## src/rtl/itmr_pkg.sv

```systemverilog
package itmr_pkg;

    localparam int unsigned DATA_W     = 32;
    localparam int unsigned PERIOD_W   = 9;
    localparam int unsigned OFS_PERIOD = 'h228;
    localparam int unsigned OFS_COUNT  = 'h230;

    typedef logic [PERIOD_W-1:0] period_t;

    typedef struct packed {
        logic    period_wr;
        logic    ack;
        period_t new_period;
    } bus_cmd_t;

    // cycles per millisecond, never below one
    function automatic int unsigned ms_divider(input int unsigned clk_hz);
        int unsigned d;
        d = clk_hz / 1000;
        return (d < 1) ? 1 : d;
    endfunction

    // true when a word index selects the given byte offset
    function automatic logic word_hit(input int unsigned word_idx,
                                      input int unsigned byte_ofs);
        return word_idx == (byte_ofs >> 2);
    endfunction

endpackage

```

## src/rtl/itmr_prescaler.sv

```systemverilog
module itmr_prescaler #(
    parameter int unsigned DIV = 1000
) (
    input  logic clk,
    input  logic rst,
    input  logic restart,
    output logic tick
);
    generate
        if (DIV <= 1) begin : g_pass
            logic unused_pass;
            assign unused_pass = ^{clk, rst, restart};
            assign tick = 1'b1;
        end else begin : g_div
            localparam int unsigned CW = $clog2(DIV);
            localparam logic [CW-1:0] LAST = CW'(DIV - 1);
            logic [CW-1:0] cnt_q;

            always_ff @(posedge clk) begin
                if (rst || restart) begin
                    cnt_q <= '0;
                end else if (cnt_q == LAST) begin
                    cnt_q <= '0;
                end else begin
                    cnt_q <= cnt_q + 1'b1;
                end
            end

            assign tick = (cnt_q == LAST);

            AST_PRESC_IN_RANGE: assert property (@(posedge clk) disable iff (rst)
                cnt_q <= LAST);
            AST_PRESC_RESTART: assert property (@(posedge clk) disable iff (rst)
                restart |=> !tick);
        end
    endgenerate
endmodule

```

## src/rtl/itmr_period_ctr.sv

```systemverilog
module itmr_period_ctr
    import itmr_pkg::*;
(
    input  logic    clk,
    input  logic    rst,
    input  logic    restart,
    input  logic    tick,
    input  period_t limit,
    output logic    expire
);
    period_t ms_q;

    assign expire = tick && (ms_q == limit);

    always_ff @(posedge clk) begin
        if (rst || restart) begin
            ms_q <= '0;
        end else if (tick) begin
            ms_q <= expire ? '0 : ms_q + 1'b1;
        end
    end

    AST_MS_WITHIN_LIMIT: assert property (@(posedge clk) disable iff (rst)
        ms_q <= limit);
    AST_MS_RESTARTS: assert property (@(posedge clk) disable iff (rst)
        (restart || expire) |=> (ms_q == '0));
endmodule

```

## src/rtl/itmr_regif.sv

```systemverilog
module itmr_regif
    import itmr_pkg::*;
#(
    parameter int unsigned ADDR_W = 14
) (
    input  logic              clk,
    input  logic              rst,
    input  logic [ADDR_W-1:0] bus_addr,
    input  logic              bus_wr,
    input  logic              bus_rd,
    input  logic [DATA_W-1:0] bus_wdata,
    output logic [DATA_W-1:0] bus_rdata,
    input  logic              expire,
    output logic              restart,
    output period_t           period,
    output logic              irq
);
    bus_cmd_t cmd;
    period_t  period_q;
    logic     irq_q;
    logic     unused_bits;

    always_comb begin
        cmd            = '0;
        cmd.period_wr  = bus_wr && word_hit(int'(bus_addr[ADDR_W-1:2]), OFS_PERIOD);
        cmd.ack        = bus_rd && word_hit(int'(bus_addr[ADDR_W-1:2]), OFS_COUNT);
        cmd.new_period = bus_wdata[PERIOD_W-1:0];
    end

    assign unused_bits = ^{bus_addr[1:0], bus_wdata[DATA_W-1:PERIOD_W]};

    always_ff @(posedge clk) begin
        if (rst) begin
            period_q <= '0;
        end else if (cmd.period_wr) begin
            period_q <= cmd.new_period;
        end
    end

    // write beats expiry, expiry beats acknowledge
    always_ff @(posedge clk) begin
        if (rst) begin
            irq_q <= 1'b0;
        end else if (cmd.period_wr) begin
            irq_q <= 1'b0;
        end else if (expire) begin
            irq_q <= 1'b1;
        end else if (cmd.ack) begin
            irq_q <= 1'b0;
        end
    end

    assign restart   = cmd.period_wr;
    assign period    = period_q;
    assign irq       = irq_q;
    assign bus_rdata = '0;

    AST_PERIOD_HOLDS: assert property (@(posedge clk) disable iff (rst)
        !cmd.period_wr |=> $stable(period_q));
    AST_WRITE_CLEARS_IRQ: assert property (@(posedge clk) disable iff (rst)
        cmd.period_wr |=> !irq_q);
    AST_EXPIRY_RAISES: assert property (@(posedge clk) disable iff (rst)
        (expire && !cmd.period_wr) |=> irq_q);
    AST_ACK_CLEARS_IRQ: assert property (@(posedge clk) disable iff (rst)
        (cmd.ack && !expire && !cmd.period_wr) |=> !irq_q);
    AST_EXPIRY_BEATS_ACK: assert property (@(posedge clk) disable iff (rst)
        (cmd.ack && expire && !cmd.period_wr) |=> irq_q);
    AST_IRQ_HOLDS: assert property (@(posedge clk) disable iff (rst)
        (irq_q && !cmd.ack && !cmd.period_wr) |=> irq_q);
endmodule

```

## src/rtl/ms_interval_timer.sv

```systemverilog
module ms_interval_timer
    import itmr_pkg::*;
#(
    parameter int unsigned CLK_HZ = 250_000_000,
    parameter int unsigned ADDR_W = 14
) (
    input  logic              clk,
    input  logic              rst,
    input  logic [ADDR_W-1:0] bus_addr,
    input  logic              bus_wr,
    input  logic              bus_rd,
    input  logic [DATA_W-1:0] bus_wdata,
    output logic [DATA_W-1:0] bus_rdata,
    output logic              irq_o
);
    localparam int unsigned TICKS_PER_MS = ms_divider(CLK_HZ);

    logic    restart;
    logic    ms_tick;
    logic    expire;
    period_t period;

    itmr_regif #(.ADDR_W(ADDR_W)) u_regif (
        .clk      (clk),
        .rst      (rst),
        .bus_addr (bus_addr),
        .bus_wr   (bus_wr),
        .bus_rd   (bus_rd),
        .bus_wdata(bus_wdata),
        .bus_rdata(bus_rdata),
        .expire   (expire),
        .restart  (restart),
        .period   (period),
        .irq      (irq_o)
    );

    itmr_prescaler #(.DIV(TICKS_PER_MS)) u_presc (
        .clk    (clk),
        .rst    (rst),
        .restart(restart),
        .tick   (ms_tick)
    );

    itmr_period_ctr u_period (
        .clk    (clk),
        .rst    (rst),
        .restart(restart),
        .tick   (ms_tick),
        .limit  (period),
        .expire (expire)
    );

    AST_RDATA_ZERO: assert property (@(posedge clk) disable iff (rst)
        bus_rd |-> (bus_rdata == '0));
endmodule

```

## config.mk

```make
export PLATFORM = sky130hd
export DESIGN_NAME = ms_interval_timer
export DESIGN_NICKNAME = d
export VERILOG_FILES = /design/src/rtl/itmr_pkg.sv /design/src/rtl/itmr_prescaler.sv /design/src/rtl/itmr_period_ctr.sv /design/src/rtl/itmr_regif.sv /design/src/rtl/ms_interval_timer.sv
export SDC_FILE = /design/constraint.sdc
export NUM_CORES = 1
export LEC_CHECK = 0
export ABC_CLOCK_PERIOD_IN_PS = 2550
export CORE_ASPECT_RATIO = 2
export CORE_UTILIZATION = 30
export DETAILED_ROUTE_END_ITERATION = 16
export PLACE_DENSITY = 0.59
export SLEW_MARGIN = 20
export SYNTH_ARGS = -nofsm -noshare
export SYNTH_HDL_FRONTEND = slang
export SYNTH_HIERARCHICAL = 1
export SYNTH_SLANG_ARGS = --single-unit
```

## constraint.sdc

```tcl
create_clock -name clk -period 2.55 [get_ports clk]
set_input_delay 0.51 -clock clk [delete_from_list [all_inputs] [get_ports clk]]
set_output_delay 0.51 -clock clk [all_outputs]
set_load 0.1 [all_outputs]
```

==> results.toml, run 1 <==
[run_status]
outcome = "completed"

[timing]
setup_tns_ns = 0
fmaxAchievable_ghz = 0.4290
whs_ns = 0.4704
hold_viol = 0
max_slew_margin = 0.4912
setup_viol = 0
fin_crit_ns = 2.331
rsz0062_at_grt = "false"
skew_ns = 0.006383
period_share = 0.9142
finalMaxSlewViolations = 0
tightest_slew_ns = 0.7633

[final_layout]
nNetsFinal = 319
diodes = 0
stdcell_area_um2 = 2545
area_growth_pct = 21.00
final_layout_size_suffix_gt1_frac = 0.1045

[die]
rows = 42
die_w_um = 61.21
io_pins = 83
die_area_um2 = 7370
core-area_um2 = 6674
initial_core_util = 0.3151
chipHeight_um = 120.4

[min_path]
min_path_type = "reg -> reg"

[routing]
via_count = 1586
drt_wl_total_um = 4041
wl_per_cell_um = 11.35
dr.first_iter.drc_count = 30
ant_nets = 0
firstDrtPassIters = 4
viasPerCell = 4.455
drc_errors = 0

[synth]
synth_flop_cell = "dfxtp_1"
synth_warnings = 6
synth_seq_cells = 37
async_reset_ff_frac = 0
synth.distinct_cells = 38
syn_avg_cell_area_um2 = 8.950
netlist_area_um2 = 2103
syn_inst = 235
ys_seq_area_frac = 0.3522
synth_edf_count = 0

[placed_design]
dp_hpwl_um = 3236
dpl_cell_area_um2 = 2355
gp_congestion = 0.7757
io_buffers = 25

[worst_setup_path]
critPathBufInv = 1
crit_type = "reg -> reg"
end_kind = "register"
crit_chain = "ha_1, nand4_2, or4b_4, nor3_2, buf_4, nand4_1, nor2_1, xnor2_1, nor3_1"
crit_slowest_cell = "or4b_4"
crit_fanout = 7
crit_family = "simple AND/OR/NAND/NOR gates"
worstPathArrival_ns = 2.49
start_kind = "register"
max_stage_delay_ns = 0.53
critPathRequiredTime_ns = 2.71

[power_and_ir_drop]
p_leak_uw = 0.0008876
ir_drop_mv = 0.4321
power.density_nw_per_um2 = 650.4

[grt]
grt_pass1_wl_um = 6644
grt_overflow = 0
grt_pass1_vias = 1562
grtUsageTotal = 0.1211
antenna_found_initial = 0
grt_max_degree = 21

[cts]
postCtsHoldBufs = 0
cts-resized-gates = 0
cts_setup_buffers = 0
path_clk_slew_ns = 0.06
cts_buffers = 5
clk_latency_ns = 0.28
cts_tree = "yes"
cts-htree-levels = 2
cts.sinks = 37
clk_path_buf_depth = 2
cts-root-buf = "clkbuf_16"

[flow_run]
maxCapViolations = 0
-- final timing paths --
check                                                         end  slack (ns)  cells after the start                               from
worst max register to register      u_period/ms_q[7]$_SDFFE_PP0P_        0.22                      9  u_presc/g_div.cnt_q[0]$_SDFF_PP0_
worst min register to register  u_presc/g_div.cnt_q[0]$_SDFF_PP0_        0.47                      1  u_presc/g_div.cnt_q[0]$_SDFF_PP0_
worst min-delay path            u_presc/g_div.cnt_q[0]$_SDFF_PP0_        0.47                      1  u_presc/g_div.cnt_q[0]$_SDFF_PP0_
worst max-delay path                u_period/ms_q[7]$_SDFFE_PP0P_        0.22                      9  u_presc/g_div.cnt_q[0]$_SDFF_PP0_
-- where the power goes --
part	total (uW)	switching, uW	internal [uW]
Sequential	586	3.83	582
Clock	792	234	558
Combinational	277	230	47.6
Total	1660	467	1190
-- placed cells by master (no fill, tap or decap), drive strengths merged, types with 2 or more instances in the layout --
| master | instances |
|---|---|
| nor2 | 26 |
| dfxtp | 37 |
| mux2i | 9 |
| o31ai | 2 |
| clkdlybuf4s50 | 24 |
| nand2 | 12 |
| nand3 | 5 |
| clkbuf | 5 |
| nor3 | 15 |
| conb | 32 |
| nor4 | 7 |
| a21oi | 2 |
| bufinv | 2 |
| nand2b | 18 |
| buf | 8 |
| inv | 5 |
| or4 | 3 |
| ha | 2 |
| xnor2 | 26 |
| a211oi | 2 |
| xor2 | 5 |
| nand4 | 12 |
-- kinds of logic (layout without fill, tap and decap cells) --
group / count (synthesis) / after routing / share of synthesized area
compound gates: 9 / 9 / 0.03569
xor+xnor: 31 / 31 / 0.1291
fa+ha+maj: 2 / 2 / 0.01190
buf+inv: 43 / 45 / 0.1422
flops: 37 / 37 / 0.3522
mux: 9 / 9 / 0.04283
other cells: 1 / 32 / 0.001783
simple gates: 103 / 103 / 0.2844
-- metal layers --
metal / global-route usage / routed length [um] / part of all wire / vias to the layer above
li1: - / - / - / 797
met1: 0.1090 / 1424 / 0.35 / 747
met2: 0.2330 / 2387 / 0.59 / 33
met3: 0.02674 / 116 / 0.029 / 9
met4: 0.05824 / 113 / 0.028 / 0
met5: 0 / 0 / 0 / -
-- per-stage QoR --
step                setup WS [ns]  utilization  power (uW)  cells
floorplan                  0.1550            -       870.4    266
global placement          0.09029       0.3528       875.2    348
detailed placement        0.06559       0.3528       875.9    348
CTS                        0.1736       0.3813        1675    356
global route             0.008215       0.3813        1708    356
finish                     0.2188       0.3813        1655    356
-- area by class of cell --
| cell class | instances | area, um^2 |
|---|---|---|
| well taps | 88 | 110.1 |
| clock inverters | 3 | 65.06 |
| repair buffers | 32 | 300.3 |
| clock buffers | 5 | 125.1 |
| fillers | 714 | 4129 |
| flip-flops and latches | 37 | 740.7 |
| inverters | 5 | 18.77 |
| multi-input cells | 186 | 1185 |
-- worst register-to-register path: cells and delay by family (launching register included) --
| kind | cells | cell delay [ns] |
|---|---|---|
| xor gates and xnor gates | 1 | 0.13 |
| and+or+nand+nor | 6 | 1.31 |
| buffers and inverters | 1 | 0.18 |
| adders and majority gates | 1 | 0.23 |
| DFF | 1 | 0.37 |
-- flip-flops by register name, summed over array words and instances, names as in the netlist --
| signal | cells |
|---|---|
| u_period/ms_q | 9 |
| u_regif/irq | 1 |
| u_regif/period | 9 |
| u_presc/g_div.cnt_q | 18 |
-- Yosys cell counts, types with 3 or more instances --
cell	number	area share
buf_4	32	0.11
dfxtp_1	37	0.35
inv_1	5	0.0089
mux2i_1	9	0.043
nand2_1	11	0.020
nand2b_1	18	0.054
nand3_1	5	0.012
nand4_1	9	0.027
nand4_2	3	0.018
nor2_1	26	0.046
nor3_1	13	0.031
nor4_1	6	0.018
xnor2_1	26	0.11
xor2_1	5	0.021
Power figures use the tool's default switching activity.
==> run 2, diff against run 1 <==
--- a/config.mk
+++ b/config.mk
@@ -5,11 +5,11 @@
 export SDC_FILE = /design/constraint.sdc
 export NUM_CORES = 1
 export LEC_CHECK = 0
-export ABC_CLOCK_PERIOD_IN_PS = 2550
+export ABC_CLOCK_PERIOD_IN_PS = 2500
 export CORE_ASPECT_RATIO = 2
 export CORE_UTILIZATION = 30
 export DETAILED_ROUTE_END_ITERATION = 16
-export PLACE_DENSITY = 0.59
+export PLACE_DENSITY = 0.57
 export SLEW_MARGIN = 20
 export SYNTH_ARGS = -nofsm -noshare
 export SYNTH_HDL_FRONTEND = slang
==> constraint.sdc (replaced) <==
create_clock -name clk -period 2.5 [get_ports clk]
set_input_delay 0.5 -clock clk [delete_from_list [all_inputs] [get_ports clk]]
set_output_delay 0.5 -clock clk [all_outputs]
set_load 0.1 [all_outputs]
==> run 2 against run 1 <==
Compared with the run above: largest cell class unchanged; register-to-register slack lost 0.08 ns; highest routed layer unchanged; critical endpoint unchanged; flip-flop and latch count is the same; worst setup slack got worse by 0.084 ns; first-iteration DRC count is 17% lower; critical path depth is the same; maximum frequency is 1.4% lower.
==> results.toml, run 2 (synthesis gave the netlist of run 1 again) <==
[run_status]
outcome = "completed"

[die]
die_w_um = 61.21
initial_core_util = 0.3151
rows = 42
core-area_um2 = 6674
die_area_um2 = 7370
io_pins = 83
chipHeight_um = 120.4

[grt]
grt_max_degree = 19
use_met2 = 0.2269
busiest_layer = "met2"
grt_pass1_vias = 1591
grt_pass1_wl_um = 6824
met1_usage = 0.1156
antenna_found_initial = 0
grtUsageTotal = 0.1215
use_met3 = 0.02353
grt_overflow = 0

[routing]
dr.first_iter.drc_count = 25
firstDrtPassIters = 4
via_count = 1558
viasPerCell = 4.352
ant_nets = 0
wl_per_cell_um = 10.93
drc_errors = 0
drt_wl_total_um = 3912

[worst_setup_path]
start_kind = "register"
crit_fanout = 5
end_kind = "register"
worstPathArrival_ns = 2.52
crit_type = "reg -> reg"
critPathRequiredTime_ns = 2.65

[final_layout]
nFillCells = 691
stdcell_area_um2 = 2554
top_register = "u_presc/g_div.cnt_q"
nNetsFinal = 321
final_layout_size_suffix_gt1_frac = 0.1111
layout_commonest_cell = "dfxtp_1"
largest_reg_flops = 18
area_growth_pct = 21.42
final_cell_mix = "dfxtp_1, conb_1, xnor2_1, nor2_1, clkdlybuf4s50_1"
diodes = 0

[placed_design]
gp_congestion = 0.7649
dpl_cell_area_um2 = 2370
io_buffers = 25
dpl_worst_slack_ns = 0.009833
dp_hpwl_um = 3116

[cts]
cts_tree = "yes"
cts_buffers = 5
cts.sinks = 37
cts-root-buf = "clkbuf_16"
clk_path_buf_depth = 2
clk_latency_ns = 0.27
cts_setup_buffers = 0
cts-htree-levels = 2
postCtsHoldBufs = 0
path_clk_slew_ns = 0.05

[flow_run]
maxCapViolations = 0

[timing]
tightest_slew_ns = 0.7251
fin_crit_ns = 2.365
skew_ns = 0.003817
fmaxAchievable_ghz = 0.4227
finalMaxSlewViolations = 0
hold_viol = 0
period_share = 0.9462
max_slew_margin = 0.5166
fin_ws_ns = 0.1345
whs_ns = 0.4567
setup_viol = 0
setup_tns_ns = 0

[power_and_ir_drop]
ir_drop_mv = 0.3401
p_leak_uw = 0.0008918
total_power_uw = 1603
power.density_nw_per_um2 = 627.7

[min_path]
min_path_type = "reg -> reg"
[run 2: cell count changes in the layout (fill, tap and decap cells not counted), sizes merged]
cell / before / now
buf: 8 / 10
clkbuf: 5 / 7
bufinv: 2 / 1
clkinv: 1 / 0
[run 2: timing repair]
item,CTS,global route
resized for setup,0,2
hold endpoints to repair,0,0
setup endpoints to repair,0,5
[run 2: stage by stage]
stage / instances / utilization
detailed placement: 350 / 0.3551
floorplan: 266 / -
global placement: 350 / 0.3551
CTS: 358 / 0.3810
finish: 358 / 0.3826
global route: 358 / 0.3826
[run 2: area by class of cell]
class | instances | area, um^2 | area share
Timing Repair Buffer | 34 | 315.3 | 0.1235
Inverter | 5 | 18.77 | 0.007349
Clock inverter | 1 | 30.03 | 0.01176
Tap cell | 88 | 110.1 | 0.04312
Multi-Input combinational cell | 186 | 1196 | 0.4684
Sequential cell | 37 | 740.7 | 0.2901
Clock buffer | 7 | 142.6 | 0.05586
[run 2: power breakdown]
group / internal (uW) / leakage (uW) / switching [uW] / total, uW
sequential: 594 / 0.000298 / 3.95 / 598
combinational: 49.5 / 0.000509 / 233 / 283
clock: 498 / 0.0000841 / 224 / 722
[run 2: path summary, 6_finish.rpt]
kind	from	to	slack (ns)	cells after the start
worst max register to register	u_presc/g_div.cnt_q[0]$_SDFF_PP0_	u_period/ms_q[7]$_SDFFE_PP0P_	0.13	9
worst max-delay path	u_presc/g_div.cnt_q[0]$_SDFF_PP0_	u_period/ms_q[7]$_SDFFE_PP0P_	0.13	9
worst min register to register	u_presc/g_div.cnt_q[0]$_SDFF_PP0_	u_presc/g_div.cnt_q[0]$_SDFF_PP0_	0.46	1
worst min-delay path	u_presc/g_div.cnt_q[0]$_SDFF_PP0_	u_presc/g_div.cnt_q[0]$_SDFF_PP0_	0.46	1
[run 2: critical path, stage by stage, from the launching register on]
cell and delay [ns]:
dfxtp_1 0.37, ha_1 0.23, nand4_2 0.13, or4b_4 0.54, nor3_4 0.27, buf_4 0.17, nand4_1 0.16, nor2_1 0.16
xnor2_1 0.14, nor3_1 0.06
[run 2: layer usage]
metal  part of all wire  vias to the layer above
met5                  0                        -
met1               0.34                      738
met3              0.028                        2
met2               0.63                       25
met4             0.0084                        0
li1                   -                      793
==> run 3, diff against run 2 <==
--- a/config.mk
+++ b/config.mk
@@ -8,6 +8,7 @@
 export ABC_CLOCK_PERIOD_IN_PS = 2500
 export CORE_ASPECT_RATIO = 2
 export CORE_UTILIZATION = 30
+export CTS_CLUSTER_DIAMETER = 50
 export DETAILED_ROUTE_END_ITERATION = 16
 export PLACE_DENSITY = 0.57
 export SLEW_MARGIN = 20
==> results of run 3 <==
No change in the layout: final DEF, timing and power equal those of run 2.
